$ cat src/rtl/spi_wc_pkg.sv
// Shared types for the SPI controller with write-collision guard.
package spi_wc_pkg;

    // Register selected by the one-bit bus address.
    typedef enum logic {
        REG_DATA = 1'b0,
        REG_STAT = 1'b1
    } reg_sel_e;

    // Decoded single-cycle register operation.
    typedef struct packed {
        logic rd_data;
        logic wr_data;
        logic rd_stat;
        logic wr_stat;
    } bus_op_t;

endpackage

$ cat src/rtl/spi_wc_sync.sv
// Slave pin synchronizer and SCK edge finder.
// Brings SCK, SS and MOSI into the clk domain through STAGES flops and
// reports leading / trailing edges of SCK (relative to CPOL) while SS is low.
// Assumes the external SCK half period spans several clk cycles.
module spi_wc_sync #(
    parameter int STAGES = 2
) (
    input  logic clk,
    input  logic rst_n,
    input  logic cpol,
    input  logic sck_i,
    input  logic ss_n_i,
    input  logic mosi_i,
    output logic s_lead,
    output logic s_trail,
    output logic s_ss_low,
    output logic s_mosi
);
    localparam int LAST = STAGES - 1;

    // bit0 = SCK, bit1 = SS_n, bit2 = MOSI
    logic [STAGES-1:0][2:0] stg_q;
    logic                   lvl_q;
    logic                   lvl;

    // Shift the pin samples through the synchronizer chain.
    always_ff @(posedge clk) begin
        if (!rst_n) stg_q <= {STAGES{3'b010}};
        else        stg_q <= {stg_q[STAGES-2:0], {mosi_i, ss_n_i, sck_i}};
    end

    // Remember the previous normalized SCK level for edge detection.
    always_ff @(posedge clk) begin
        if (!rst_n) lvl_q <= 1'b0;
        else        lvl_q <= lvl;
    end

    // Normalize SCK to "0 = idle" and derive edges gated by SS.
    always_comb begin
        lvl      = stg_q[LAST][0] ^ cpol;
        s_ss_low = ~stg_q[LAST][1];
        s_mosi   = stg_q[LAST][2];
        s_lead   = s_ss_low & lvl & ~lvl_q;
        s_trail  = s_ss_low & ~lvl & lvl_q;
    end
endmodule

$ cat src/rtl/spi_wc_clkdiv.sv
// Master SCK half-period tick generator.
// While run is high, pulses tick once every HALF_DIV clk cycles; the count
// restarts whenever run is low so each byte begins with a full half period.
module spi_wc_clkdiv #(
    parameter int HALF_DIV = 4
) (
    input  logic clk,
    input  logic rst_n,
    input  logic run,
    output logic tick
);
    localparam int DW = (HALF_DIV > 1) ? $clog2(HALF_DIV) : 1;

    logic [DW-1:0] div_q;

    // Terminal count of the divider while running.
    assign tick = run && (div_q == DW'(HALF_DIV - 1));

    // Divider counter, held at zero when idle.
    always_ff @(posedge clk) begin
        if (!rst_n)             div_q <= '0;
        else if (!run || tick)  div_q <= '0;
        else                    div_q <= div_q + 1'b1;
    end
endmodule

$ cat src/rtl/spi_wc_shift.sv
// Shift engine shared by master and slave roles.
// Counts the 2*W SCK edges of a byte, samples and shifts according to CPHA,
// latches the received byte into a buffer on the final edge and reports the
// collision window for the current role and phase.
// Assumes load is only asserted outside the collision window.
module spi_wc_shift #(
    parameter int W = 8
) (
    input  logic         clk,
    input  logic         rst_n,
    input  logic         is_master,
    input  logic         cpha,
    input  logic         load,
    input  logic [W-1:0] load_data,
    input  logic         m_tick,
    input  logic         s_lead,
    input  logic         s_trail,
    input  logic         s_ss_low,
    input  logic         m_sin,
    input  logic         s_sin,
    output logic         window,
    output logic         done,
    output logic         out_bit,
    output logic         sck_lvl,
    output logic         mid_byte,
    output logic         m_busy,
    output logic [W-1:0] rx_data
);
    localparam int EDGES = 2 * W;
    localparam int CW    = $clog2(EDGES);

    logic [CW-1:0] cnt_q;
    logic [W-1:0]  out_q;
    logic [W-1:0]  rx_sr_q;
    logic [W-1:0]  rx_buf_q;
    logic          busy_q;
    logic          ev, is_lead, last, sin, do_sample, do_shift;

    // Decode the edge event, its kind and the sample / shift actions.
    always_comb begin
        ev        = is_master ? m_tick : (s_lead | s_trail);
        is_lead   = is_master ? ~cnt_q[0] : s_lead;
        last      = ev && (cnt_q == CW'(EDGES - 1));
        sin       = is_master ? m_sin : s_sin;
        do_sample = ev && (is_lead ^ cpha);
        do_shift  = ev && (cpha ? (is_lead && (cnt_q != '0)) : !is_lead);
    end

    // Edge counter; a slave aborts the byte when SS rises.
    always_ff @(posedge clk) begin
        if (!rst_n)                       cnt_q <= '0;
        else if (!is_master && !s_ss_low) cnt_q <= '0;
        else if (ev)                      cnt_q <= last ? '0 : cnt_q + 1'b1;
    end

    // Master transfer-in-progress flag.
    always_ff @(posedge clk) begin
        if (!rst_n)                  busy_q <= 1'b0;
        else if (load && is_master)  busy_q <= 1'b1;
        else if (last)               busy_q <= 1'b0;
    end

    // Outgoing shift register, MSB first.
    always_ff @(posedge clk) begin
        if (!rst_n)        out_q <= '0;
        else if (load)     out_q <= load_data;
        else if (do_shift) out_q <= {out_q[W-2:0], 1'b0};
    end

    // Incoming shift register.
    always_ff @(posedge clk) begin
        if (!rst_n)         rx_sr_q <= '0;
        else if (do_sample) rx_sr_q <= {rx_sr_q[W-2:0], sin};
    end

    // Receive buffer, written once per completed byte.
    always_ff @(posedge clk) begin
        if (!rst_n)    rx_buf_q <= '0;
        else if (last) rx_buf_q <= cpha ? {rx_sr_q[W-2:0], sin} : rx_sr_q;
    end

    // Collision window and pin-facing views.
    always_comb begin
        if (is_master)  window = busy_q;
        else if (cpha)  window = (cnt_q != '0) || s_lead;
        else            window = s_ss_low;
        done     = last;
        out_bit  = out_q[W-1];
        sck_lvl  = busy_q & cnt_q[0];
        mid_byte = (cnt_q != '0);
        m_busy   = busy_q;
        rx_data  = rx_buf_q;
    end
endmodule

$ cat src/rtl/spi_wc_flags.sv
// Completion / collision flag keeper and clearing-sequence tracker.
// A status read arms the sequence; the next data-register access consumes it.
// Assumes at most one register operation per cycle.
module spi_wc_flags
    import spi_wc_pkg::*;
(
    input  logic    clk,
    input  logic    rst_n,
    input  bus_op_t op,
    input  logic    window,
    input  logic    done,
    output logic    load,
    output logic    spif,
    output logic    wcol,
    output logic    armed
);
    logic spif_q, wcol_q, armed_q;
    logic collide, consume;

    // Classify the data write and detect the end of a sequence.
    always_comb begin
        collide = op.wr_data && window;
        load    = op.wr_data && !window;
        consume = armed_q && (op.wr_data || op.rd_data);
    end

    // Armed bit: set by a status read, dropped by any data access.
    always_ff @(posedge clk) begin
        if (!rst_n)                          armed_q <= 1'b0;
        else if (op.rd_stat)                 armed_q <= 1'b1;
        else if (op.wr_data || op.rd_data)   armed_q <= 1'b0;
    end

    // Completion flag: a new completion wins over a clearing sequence.
    always_ff @(posedge clk) begin
        if (!rst_n)       spif_q <= 1'b0;
        else if (done)    spif_q <= 1'b1;
        else if (consume) spif_q <= 1'b0;
    end

    // Collision flag: set by a rejected write, cleared by read sequences
    // or by a write sequence that follows a completed byte.
    always_ff @(posedge clk) begin
        if (!rst_n)                                  wcol_q <= 1'b0;
        else if (collide)                            wcol_q <= 1'b1;
        else if (consume && op.rd_data)              wcol_q <= 1'b0;
        else if (consume && op.wr_data && spif_q)    wcol_q <= 1'b0;
    end

    assign spif  = spif_q;
    assign wcol  = wcol_q;
    assign armed = armed_q;
endmodule

$ cat src/rtl/spi_wcol_ctrl.sv
// SPI controller top: register decode, read mux and pin mapping.
// Master or slave role, MSB-first bytes, collision-protected data register.
// Assumes configuration inputs only change while no byte is in flight.
module spi_wcol_ctrl
    import spi_wc_pkg::*;
#(
    parameter int DATA_W      = 8,
    parameter int HALF_DIV    = 4,
    parameter int SYNC_STAGES = 2
) (
    input  logic              clk,
    input  logic              rst_n,
    input  logic              cfg_master,
    input  logic              cfg_cpol,
    input  logic              cfg_cpha,
    input  logic              bus_sel,
    input  logic              bus_wr,
    input  logic              bus_addr,
    input  logic [DATA_W-1:0] bus_wdata,
    output logic [DATA_W-1:0] bus_rdata,
    output logic              irq,
    output logic              sck_o,
    output logic              mosi_o,
    input  logic              miso_i,
    input  logic              sck_i,
    input  logic              ss_n_i,
    input  logic              mosi_i,
    output logic              miso_o,
    output logic              miso_oe
);
    localparam int DONE_BIT = DATA_W - 1;
    localparam int COLL_BIT = DATA_W - 2;

    bus_op_t           bus_op;
    reg_sel_e          reg_sel;
    logic              s_lead, s_trail, s_ss_low, s_mosi;
    logic              m_tick, m_busy;
    logic              coll_window, xfer_done, out_bit, sck_lvl, mid_byte;
    logic              load_ok, spif, wcol, armed;
    logic [DATA_W-1:0] rx_data;

    // Decode the single-cycle bus access.
    always_comb begin
        reg_sel        = reg_sel_e'(bus_addr);
        bus_op.rd_data = bus_sel && !bus_wr && (reg_sel == REG_DATA);
        bus_op.wr_data = bus_sel &&  bus_wr && (reg_sel == REG_DATA);
        bus_op.rd_stat = bus_sel && !bus_wr && (reg_sel == REG_STAT);
        bus_op.wr_stat = bus_sel &&  bus_wr && (reg_sel == REG_STAT);
    end

    spi_wc_sync #(.STAGES(SYNC_STAGES)) u_sync (
        .clk      (clk),
        .rst_n    (rst_n),
        .cpol     (cfg_cpol),
        .sck_i    (sck_i),
        .ss_n_i   (ss_n_i),
        .mosi_i   (mosi_i),
        .s_lead   (s_lead),
        .s_trail  (s_trail),
        .s_ss_low (s_ss_low),
        .s_mosi   (s_mosi)
    );

    spi_wc_clkdiv #(.HALF_DIV(HALF_DIV)) u_div (
        .clk   (clk),
        .rst_n (rst_n),
        .run   (m_busy),
        .tick  (m_tick)
    );

    spi_wc_shift #(.W(DATA_W)) u_shift (
        .clk       (clk),
        .rst_n     (rst_n),
        .is_master (cfg_master),
        .cpha      (cfg_cpha),
        .load      (load_ok),
        .load_data (bus_wdata),
        .m_tick    (m_tick),
        .s_lead    (s_lead),
        .s_trail   (s_trail),
        .s_ss_low  (s_ss_low),
        .m_sin     (miso_i),
        .s_sin     (s_mosi),
        .window    (coll_window),
        .done      (xfer_done),
        .out_bit   (out_bit),
        .sck_lvl   (sck_lvl),
        .mid_byte  (mid_byte),
        .m_busy    (m_busy),
        .rx_data   (rx_data)
    );

    spi_wc_flags u_flags (
        .clk    (clk),
        .rst_n  (rst_n),
        .op     (bus_op),
        .window (coll_window),
        .done   (xfer_done),
        .load   (load_ok),
        .spif   (spif),
        .wcol   (wcol),
        .armed  (armed)
    );

    // Register read mux.
    always_comb begin
        bus_rdata = '0;
        if (reg_sel == REG_STAT) begin
            bus_rdata[DONE_BIT] = spif;
            bus_rdata[COLL_BIT] = wcol;
        end else begin
            bus_rdata = rx_data;
        end
    end

    // Pin mapping and interrupt.
    always_comb begin
        irq     = spif;
        sck_o   = cfg_cpol ^ (cfg_master & sck_lvl);
        mosi_o  = cfg_master & out_bit;
        miso_o  = out_bit;
        miso_oe = !cfg_master && s_ss_low && (cfg_cpha ? mid_byte : 1'b1);
    end
endmodule

$ cat config.mk
export PLATFORM = sky130hd
export DESIGN_NAME = spi_wcol_ctrl
export DESIGN_NICKNAME = d
export VERILOG_FILES = /design/src/rtl/spi_wc_pkg.sv /design/src/rtl/spi_wc_sync.sv /design/src/rtl/spi_wc_clkdiv.sv /design/src/rtl/spi_wc_shift.sv /design/src/rtl/spi_wc_flags.sv /design/src/rtl/spi_wcol_ctrl.sv
export SDC_FILE = /design/constraint.sdc
export NUM_CORES = 1
export LEC_CHECK = 0
export BUFFER_PORTS_ARGS = -buffer_cell sky130_fd_sc_hd__buf_2
export CAP_MARGIN = 20
export CORE_ASPECT_RATIO = 0.5
export CORE_MARGIN = 5
export CORE_UTILIZATION = 55
export DETAILED_ROUTE_END_ITERATION = 7
export PLACE_DENSITY = 0.85
export SKIP_LAST_GASP = 1
export SLEW_MARGIN = 20
export SYNTH_ARGS = -nofsm -noshare
export SYNTH_HDL_FRONTEND = slang
export SYNTH_SLANG_ARGS = --single-unit
$ cat constraint.sdc
create_clock -name clk -period 2.7 [get_ports clk]
set_input_delay 0.405 -clock clk [delete_from_list [all_inputs] [get_ports clk]]
set_output_delay 0.405 -clock clk [all_outputs]
set_load 0.02 [all_outputs]
==> results of run 1 <==
[cells in the mapped netlist, types with 2 or more instances]
cell and n:
a211oi_1 8, a21oi_1 6, and2_1 7, buf_2 2, clkbuf_1 8, dfxtp_1 41
ha_1 3, inv_1 7, mux2_2 2, mux2i_1 16, nand2_1 13, nand2b_1 2
nand3_1 6, nor2_1 14, nor2b_1 17, nor3_1 10, o211a_1 8, o21ai_0 11
xor2_1 3
[state kept, by name (all words and copies together) (netlist names)]
register,count
u_div.div_q,2
u_flags.armed,1
u_flags.spif,1
u_flags.wcol,1
u_shift.cnt_q,4
u_shift.m_busy,1
u_shift.out_q,8
u_shift.rx_data,8
u_shift.rx_sr_q,8
u_sync.lvl_q,1
u_sync.s_mosi,1
u_sync.stg_q,5
[final cells by class]
cell class	instances	area [µm²]
Fill cell	292	1180
Multi-Input combinational cell	147	1022
Sequential cell	41	820.8
Timing Repair Buffer	35	182.7
Clock buffer	7	96.34
Tap cell	51	63.81
Inverter	7	26.28
Clock inverter	1	5.005
[through the flow]
stage            util  total power, W  std cells
2_1_floorplan       -       0.0007080        206
3_3_place_gp   0.6206       0.0007346        280
3_5_place_dp   0.6206       0.0007398        280
4_1_cts        0.6505        0.001169        288
5_1_grt        0.6527        0.001213        289
6_report       0.6527        0.001159        289
[routing by layer]
layer	global-route usage	wire, µm
met1	0.2171	1866
met2	0.2935	1881
met3	0.05058	176
met4	0.08273	62
met5	0	0
[power by group]
group          switching (W)  leakage [nW]  internal (W)
sequential         0.0000102         0.333      0.000619
clock               0.000200        0.0542      0.000231
combinational      0.0000551         0.600     0.0000436
[cells by family after synthesis]
logic type | after synthesis | share of synthesized area
buffers and inverters | 18 | 0.03663
xor gates and xnor gates | 5 | 0.03009
and+or+nand+nor | 78 | 0.2211
DFF | 41 | 0.4290
adders and majority gates | 3 | 0.01962
AOI/OAI and AO/OA | 43 | 0.1681
muxes | 18 | 0.09548
[path summary, 6_finish.rpt]
check	start	end	slack (ps)	cells after the start
max reg2reg	u_sync.lvl_q	u_shift.out_q[5]	510	6
min	ss_n_i	u_sync.stg_q[1]	290	2
max	u_sync.lvl_q	u_shift.out_q[5]	510	6
min reg2reg	u_sync.stg_q[1]	u_sync.stg_q[4]	410	1
==> results.json, run 1 <==
{
  "status": "completed",
  "grt_pass1_wl_mm": 6.679,
  "place_area_um2": 2108,
  "drt_first_iter_violations": 96,
  "crit_path_top_delay_cell": "xnor3_1",
  "drt-total-wl_mm": 3.987,
  "final_area_um2": 2217,
  "slew_violations": 0,
  "nets": 260,
  "final.period_utilization": 0.8093,
  "cts_tree": "built",
  "ant_nets": 0,
  "final_common_cell": "dfxtp_1",
  "ys_warn_count": 0,
  "tightest_slew_ps": 589.6,
  "synthTopCellsByArea": "dfxtp_1, mux2i_1, nor2b_1, o211a_1, a211oi_1",
  "crit_family": "compound AO/OA/AOI/OAI gates",
  "io_buffers": 32,
  "layout-drive-gt1-share": 0.2101,
  "cp_data_arrival_time_ps": 2350,
  "whs_ps": 291.9,
  "async_flop_share": 0,
  "synth_edf_count": 0,
  "clk_pin_slew_ps": 80,
  "critPathBufInv": 1,
  "grt_max_degree": 39,
  "numCtsBuffers": 5,
  "cap_violations": 0,
  "clk_latency_ps": 290,
  "layout_min_cycle_time_ps": 2185,
  "drc": 0,
  "synth_top_area_share": 0.4290,
  "cp_cell_sequence": "xnor3_1 > o31ai_2 > o211ai_1 > clkbuf_4 > nor3_1 > a211oi_1",
  "setup_viol": 0,
  "synthFlopType": "dfxtp_1",
  "cts_resized": 0,
  "path_max_fanout": 11,
  "yosysUniqueCellTypes": 41,
  "required_ps": 2870,
  "hp-class": "input port to register",
  "routed-via-count": 1558,
  "grtUsageTotal": 0.1778,
  "cpPeakStageDelay_ps": 440,
  "die_area_um2": 4830,
  "cts_sinks": 41,
  "fmax_mhz": 457.7,
  "syn_inst": 206,
  "grt_pass1_vias": 1438,
  "clockRootBuffer": "clkbuf_8",
  "fp.dieH_um": 51.71,
  "io_pins": 33,
  "via_per_inst": 5.391,
  "rows": 15,
  "cp-start-kind": "register",
  "synthesis.area_um2": 1913,
  "postSynthAreaPerCell_um2": 9.287,
  "floorplan.initialDensity": 0.5632,
  "syn_nets": 229,
  "p_per_area_nw_per_um2": 522.7,
  "antenna_found_initial": 0,
  "critPathCaptureType": "register",
  "cts_hold_buf": 0,
  "gp_congestion": 0.7753,
  "ir_drop_mv": 0.2613,
  "cts_setup_buffers": 0,
  "dieWidth_um": 93.41,
  "grt_setup_unrepaired": "false",
  "wl_per_cell_um": 13.80,
  "synth_top_cell_by_area": "dfxtp_1",
  "mostFrequentLayoutCells": "dfxtp_1, buf_2, nor2b_1",
  "place_ws_ps": 255.0,
  "leakage_nw": 0.9869,
  "hpwl_mm": 2.732,
  "skew_ps": 4.115,
  "ys_seq_area_frac": 0.4290,
  "ys_seq_elements": 41,
  "fin_ws_ps": 514.9,
  "relSlewSlack": 0.6069,
  "diodes": 0,
  "cts_buffer_depth": 2,
  "setup.worst_path.class": "register to register",
  "htree_levels": 2,
  "core_um2": 3397,
  "area_delta_synth_final_pct": 15.89,
  "finalHoldViolCount": 0,
  "fin_tns_setup_ps": 0,
  "grt_overflow": 0,
  "first_pass_iters": 4
}
(Power assumes the default switching activity.)
==> inputs of run 2 (changes only) <==
--- a/config.mk
+++ b/config.mk
@@ -9,9 +9,9 @@
 export CAP_MARGIN = 20
 export CORE_ASPECT_RATIO = 0.5
 export CORE_MARGIN = 5
-export CORE_UTILIZATION = 55
+export CORE_UTILIZATION = 49
 export DETAILED_ROUTE_END_ITERATION = 7
-export PLACE_DENSITY = 0.85
+export PLACE_DENSITY = 0.81
 export SKIP_LAST_GASP = 1
 export SLEW_MARGIN = 20
 export SYNTH_ARGS = -nofsm -noshare
==> constraint.sdc (replaced) <==
create_clock -name clk -period 1.9 [get_ports clk]
set_input_delay 0.285 -clock clk [delete_from_list [all_inputs] [get_ports clk]]
set_output_delay 0.285 -clock clk [all_outputs]
set_load 0.02 [all_outputs]
==> run 2 against run 1 <==
Net effect:
- the flow now finishes with violations (setup timing)
- register-to-register slack worse by 550 ps
- worst hold slack worse by 130 ps
- cell area grew 15%
- global-route usage fell by 0.79 points
- clock-buffer cell count is 2 lower
- via count grew 11%
- sequential cell count is the same
- clock power up 33%
- die area up 10%
- critical path depth rose by 1
- worst setup slack lost 550 ps
- fmax grew 13%
- critical endpoint is now u_shift.out_q[7]
- largest power group unchanged
==> results.json, run 2 (synthesis gave the netlist of run 1 again) <==
{
  "io_pins": 33,
  "via_per_inst": 5.601,
  "cap_violations": 0,
  "clockRootBuffer": "clkbuf_8",
  "fin_ws_ps": -32.93,
  "tightest_slew_ps": 559.3,
  "floorplan.initialDensity": 0.5003,
  "diodes": 0,
  "gp_congestion": 0.7957,
  "hpwl_mm": 3.051,
  "io_buffers": 32,
  "skew_ps": 4.949,
  "area_delta_synth_final_pct": 32.77,
  "final.period_utilization": 1.017,
  "nets": 276,
  "final_area_um2": 2540,
  "rows": 16,
  "dieWidth_um": 98.37,
  "finalPower_w": 0.001655,
  "final_core_util": 0.6643,
  "leakage_nw": 1.105,
  "clk_latency_ps": 300,
  "drt-total-wl_mm": 4.778,
  "place_area_um2": 2242,
  "clk_pin_slew_ps": 80,
  "cts_sinks": 41,
  "p_per_area_nw_per_um2": 651.6,
  "cts_buffer_depth": 2,
  "core_um2": 3824,
  "required_ps": 2080,
  "nFillCells": 285,
  "wl_per_cell_um": 15.51,
  "cts_tree": "built",
  "grt_max_degree": 21,
  "mostFrequentLayoutCells": "dfxtp_1, buf_2, nor2b_1",
  "layout_min_cycle_time_ps": 1933,
  "critPathCaptureType": "register",
  "ant_nets": 0,
  "die_area_um2": 5330,
  "ir_drop_mv": 0.4369,
  "grt_setup_unrepaired": "true",
  "setup_viol": 9,
  "cp-start-kind": "register",
  "final_common_cell": "dfxtp_1",
  "hp-class": "input port to register",
  "violations": "setup timing",
  "fp.dieH_um": 54.19,
  "layout-drive-gt1-share": 0.3346,
  "numCtsBuffers": 5,
  "drc": 0,
  "status": "finished with violations",
  "drt_first_iter_violations": 104,
  "grt_overflow": 0,
  "whs_ps": 161.5,
  "fmax_mhz": 517.3,
  "routed-via-count": 1725,
  "setup.worst_path.class": "register to register",
  "fin_tns_setup_ps": -147.2,
  "grtUsageTotal": 0.1699,
  "relSlewSlack": 0.6232,
  "htree_levels": 2,
  "cp_data_arrival_time_ps": 2110,
  "slew_violations": 0,
  "finalHoldViolCount": 0,
  "antenna_found_initial": 0,
  "first_pass_iters": 4,
  "grt_pass1_wl_mm": 7.072,
  "path_max_fanout": 8,
  "grt_pass1_vias": 1579
}
[run 2: cell count changes in the layout (fill, tap and decap cells not counted), sizes merged]
cell	before	now
clkinvlp	0	1
clkbuf	8	6
buf	34	50
clkinv	1	2
[run 2: where the power goes]
group          leakage, nW  total, W  switching [W]  internal [W]
clock network       0.0439  0.000572       0.000318      0.000254
registers            0.334  0.000895      0.0000158      0.000879
logic                0.727  0.000188      0.0000982     0.0000899
total                 1.11   0.00165       0.000432       0.00122
[run 2: area by class of cell]
class / instances / area, µm² / area share
tap: 54 / 67.56 / 0.02660
multi-input combinational: 147 / 1154 / 0.4542
inverter: 7 / 26.28 / 0.01034
timing repair buffer: 51 / 381.6 / 0.1502
clock inverter: 3 / 17.52 / 0.006897
sequential: 41 / 824.5 / 0.3246
clock buffer: 5 / 68.82 / 0.02709
[run 2: stage by stage]
stage | std cells | worst slack [ps]
2_1_floorplan | 206 | 21.28
3_3_place_gp | 293 | 3.274
3_5_place_dp | 293 | -72.56
4_1_cts | 304 | -16.23
5_1_grt | 308 | -102.3
6_report | 308 | -32.93
[run 2: worst paths after layout]
kind	end	slack [ps]	cells after the start	startpoint
worst min register to register	u_sync.stg_q[4]	410	1	u_sync.stg_q[1]
worst max register to register	u_shift.out_q[7]	-30	7	u_shift.cnt_q[1]
worst min-delay path	u_sync.stg_q[1]	160	2	ss_n_i
worst max-delay path	u_shift.out_q[7]	-30	7	u_shift.cnt_q[1]
[run 2: routing by layer]
metal	part of all wire	GRT usage	vias up	wire length [µm]
met2	0.49	0.3132	45	2361
met4	0.019	0.07483	0	89
li1	-	-	821	-
met1	0.44	0.1905	847	2116
met5	0	0	-	0
met3	0.044	0.04657	12	211
[run 2: timing repair]
action | in CTS | in global routing
buffers inserted | 2 | 3
hold buffers | 0 | 0
resized for setup | 3 | 29
gates cloned | 1 | 1
setup endpoints to repair | 10 | 16
pin swaps | 1 | 8
[run 2: worst max-delay path, cell delays in order, from the launching register on]
cell and delay, ps:
dfxtp_2 330, inv_2 70, ha_4 140, nor4bb_4 220
a21bo_4 280, a221o_1 410, o21ai_0 290, a211oi_2 70
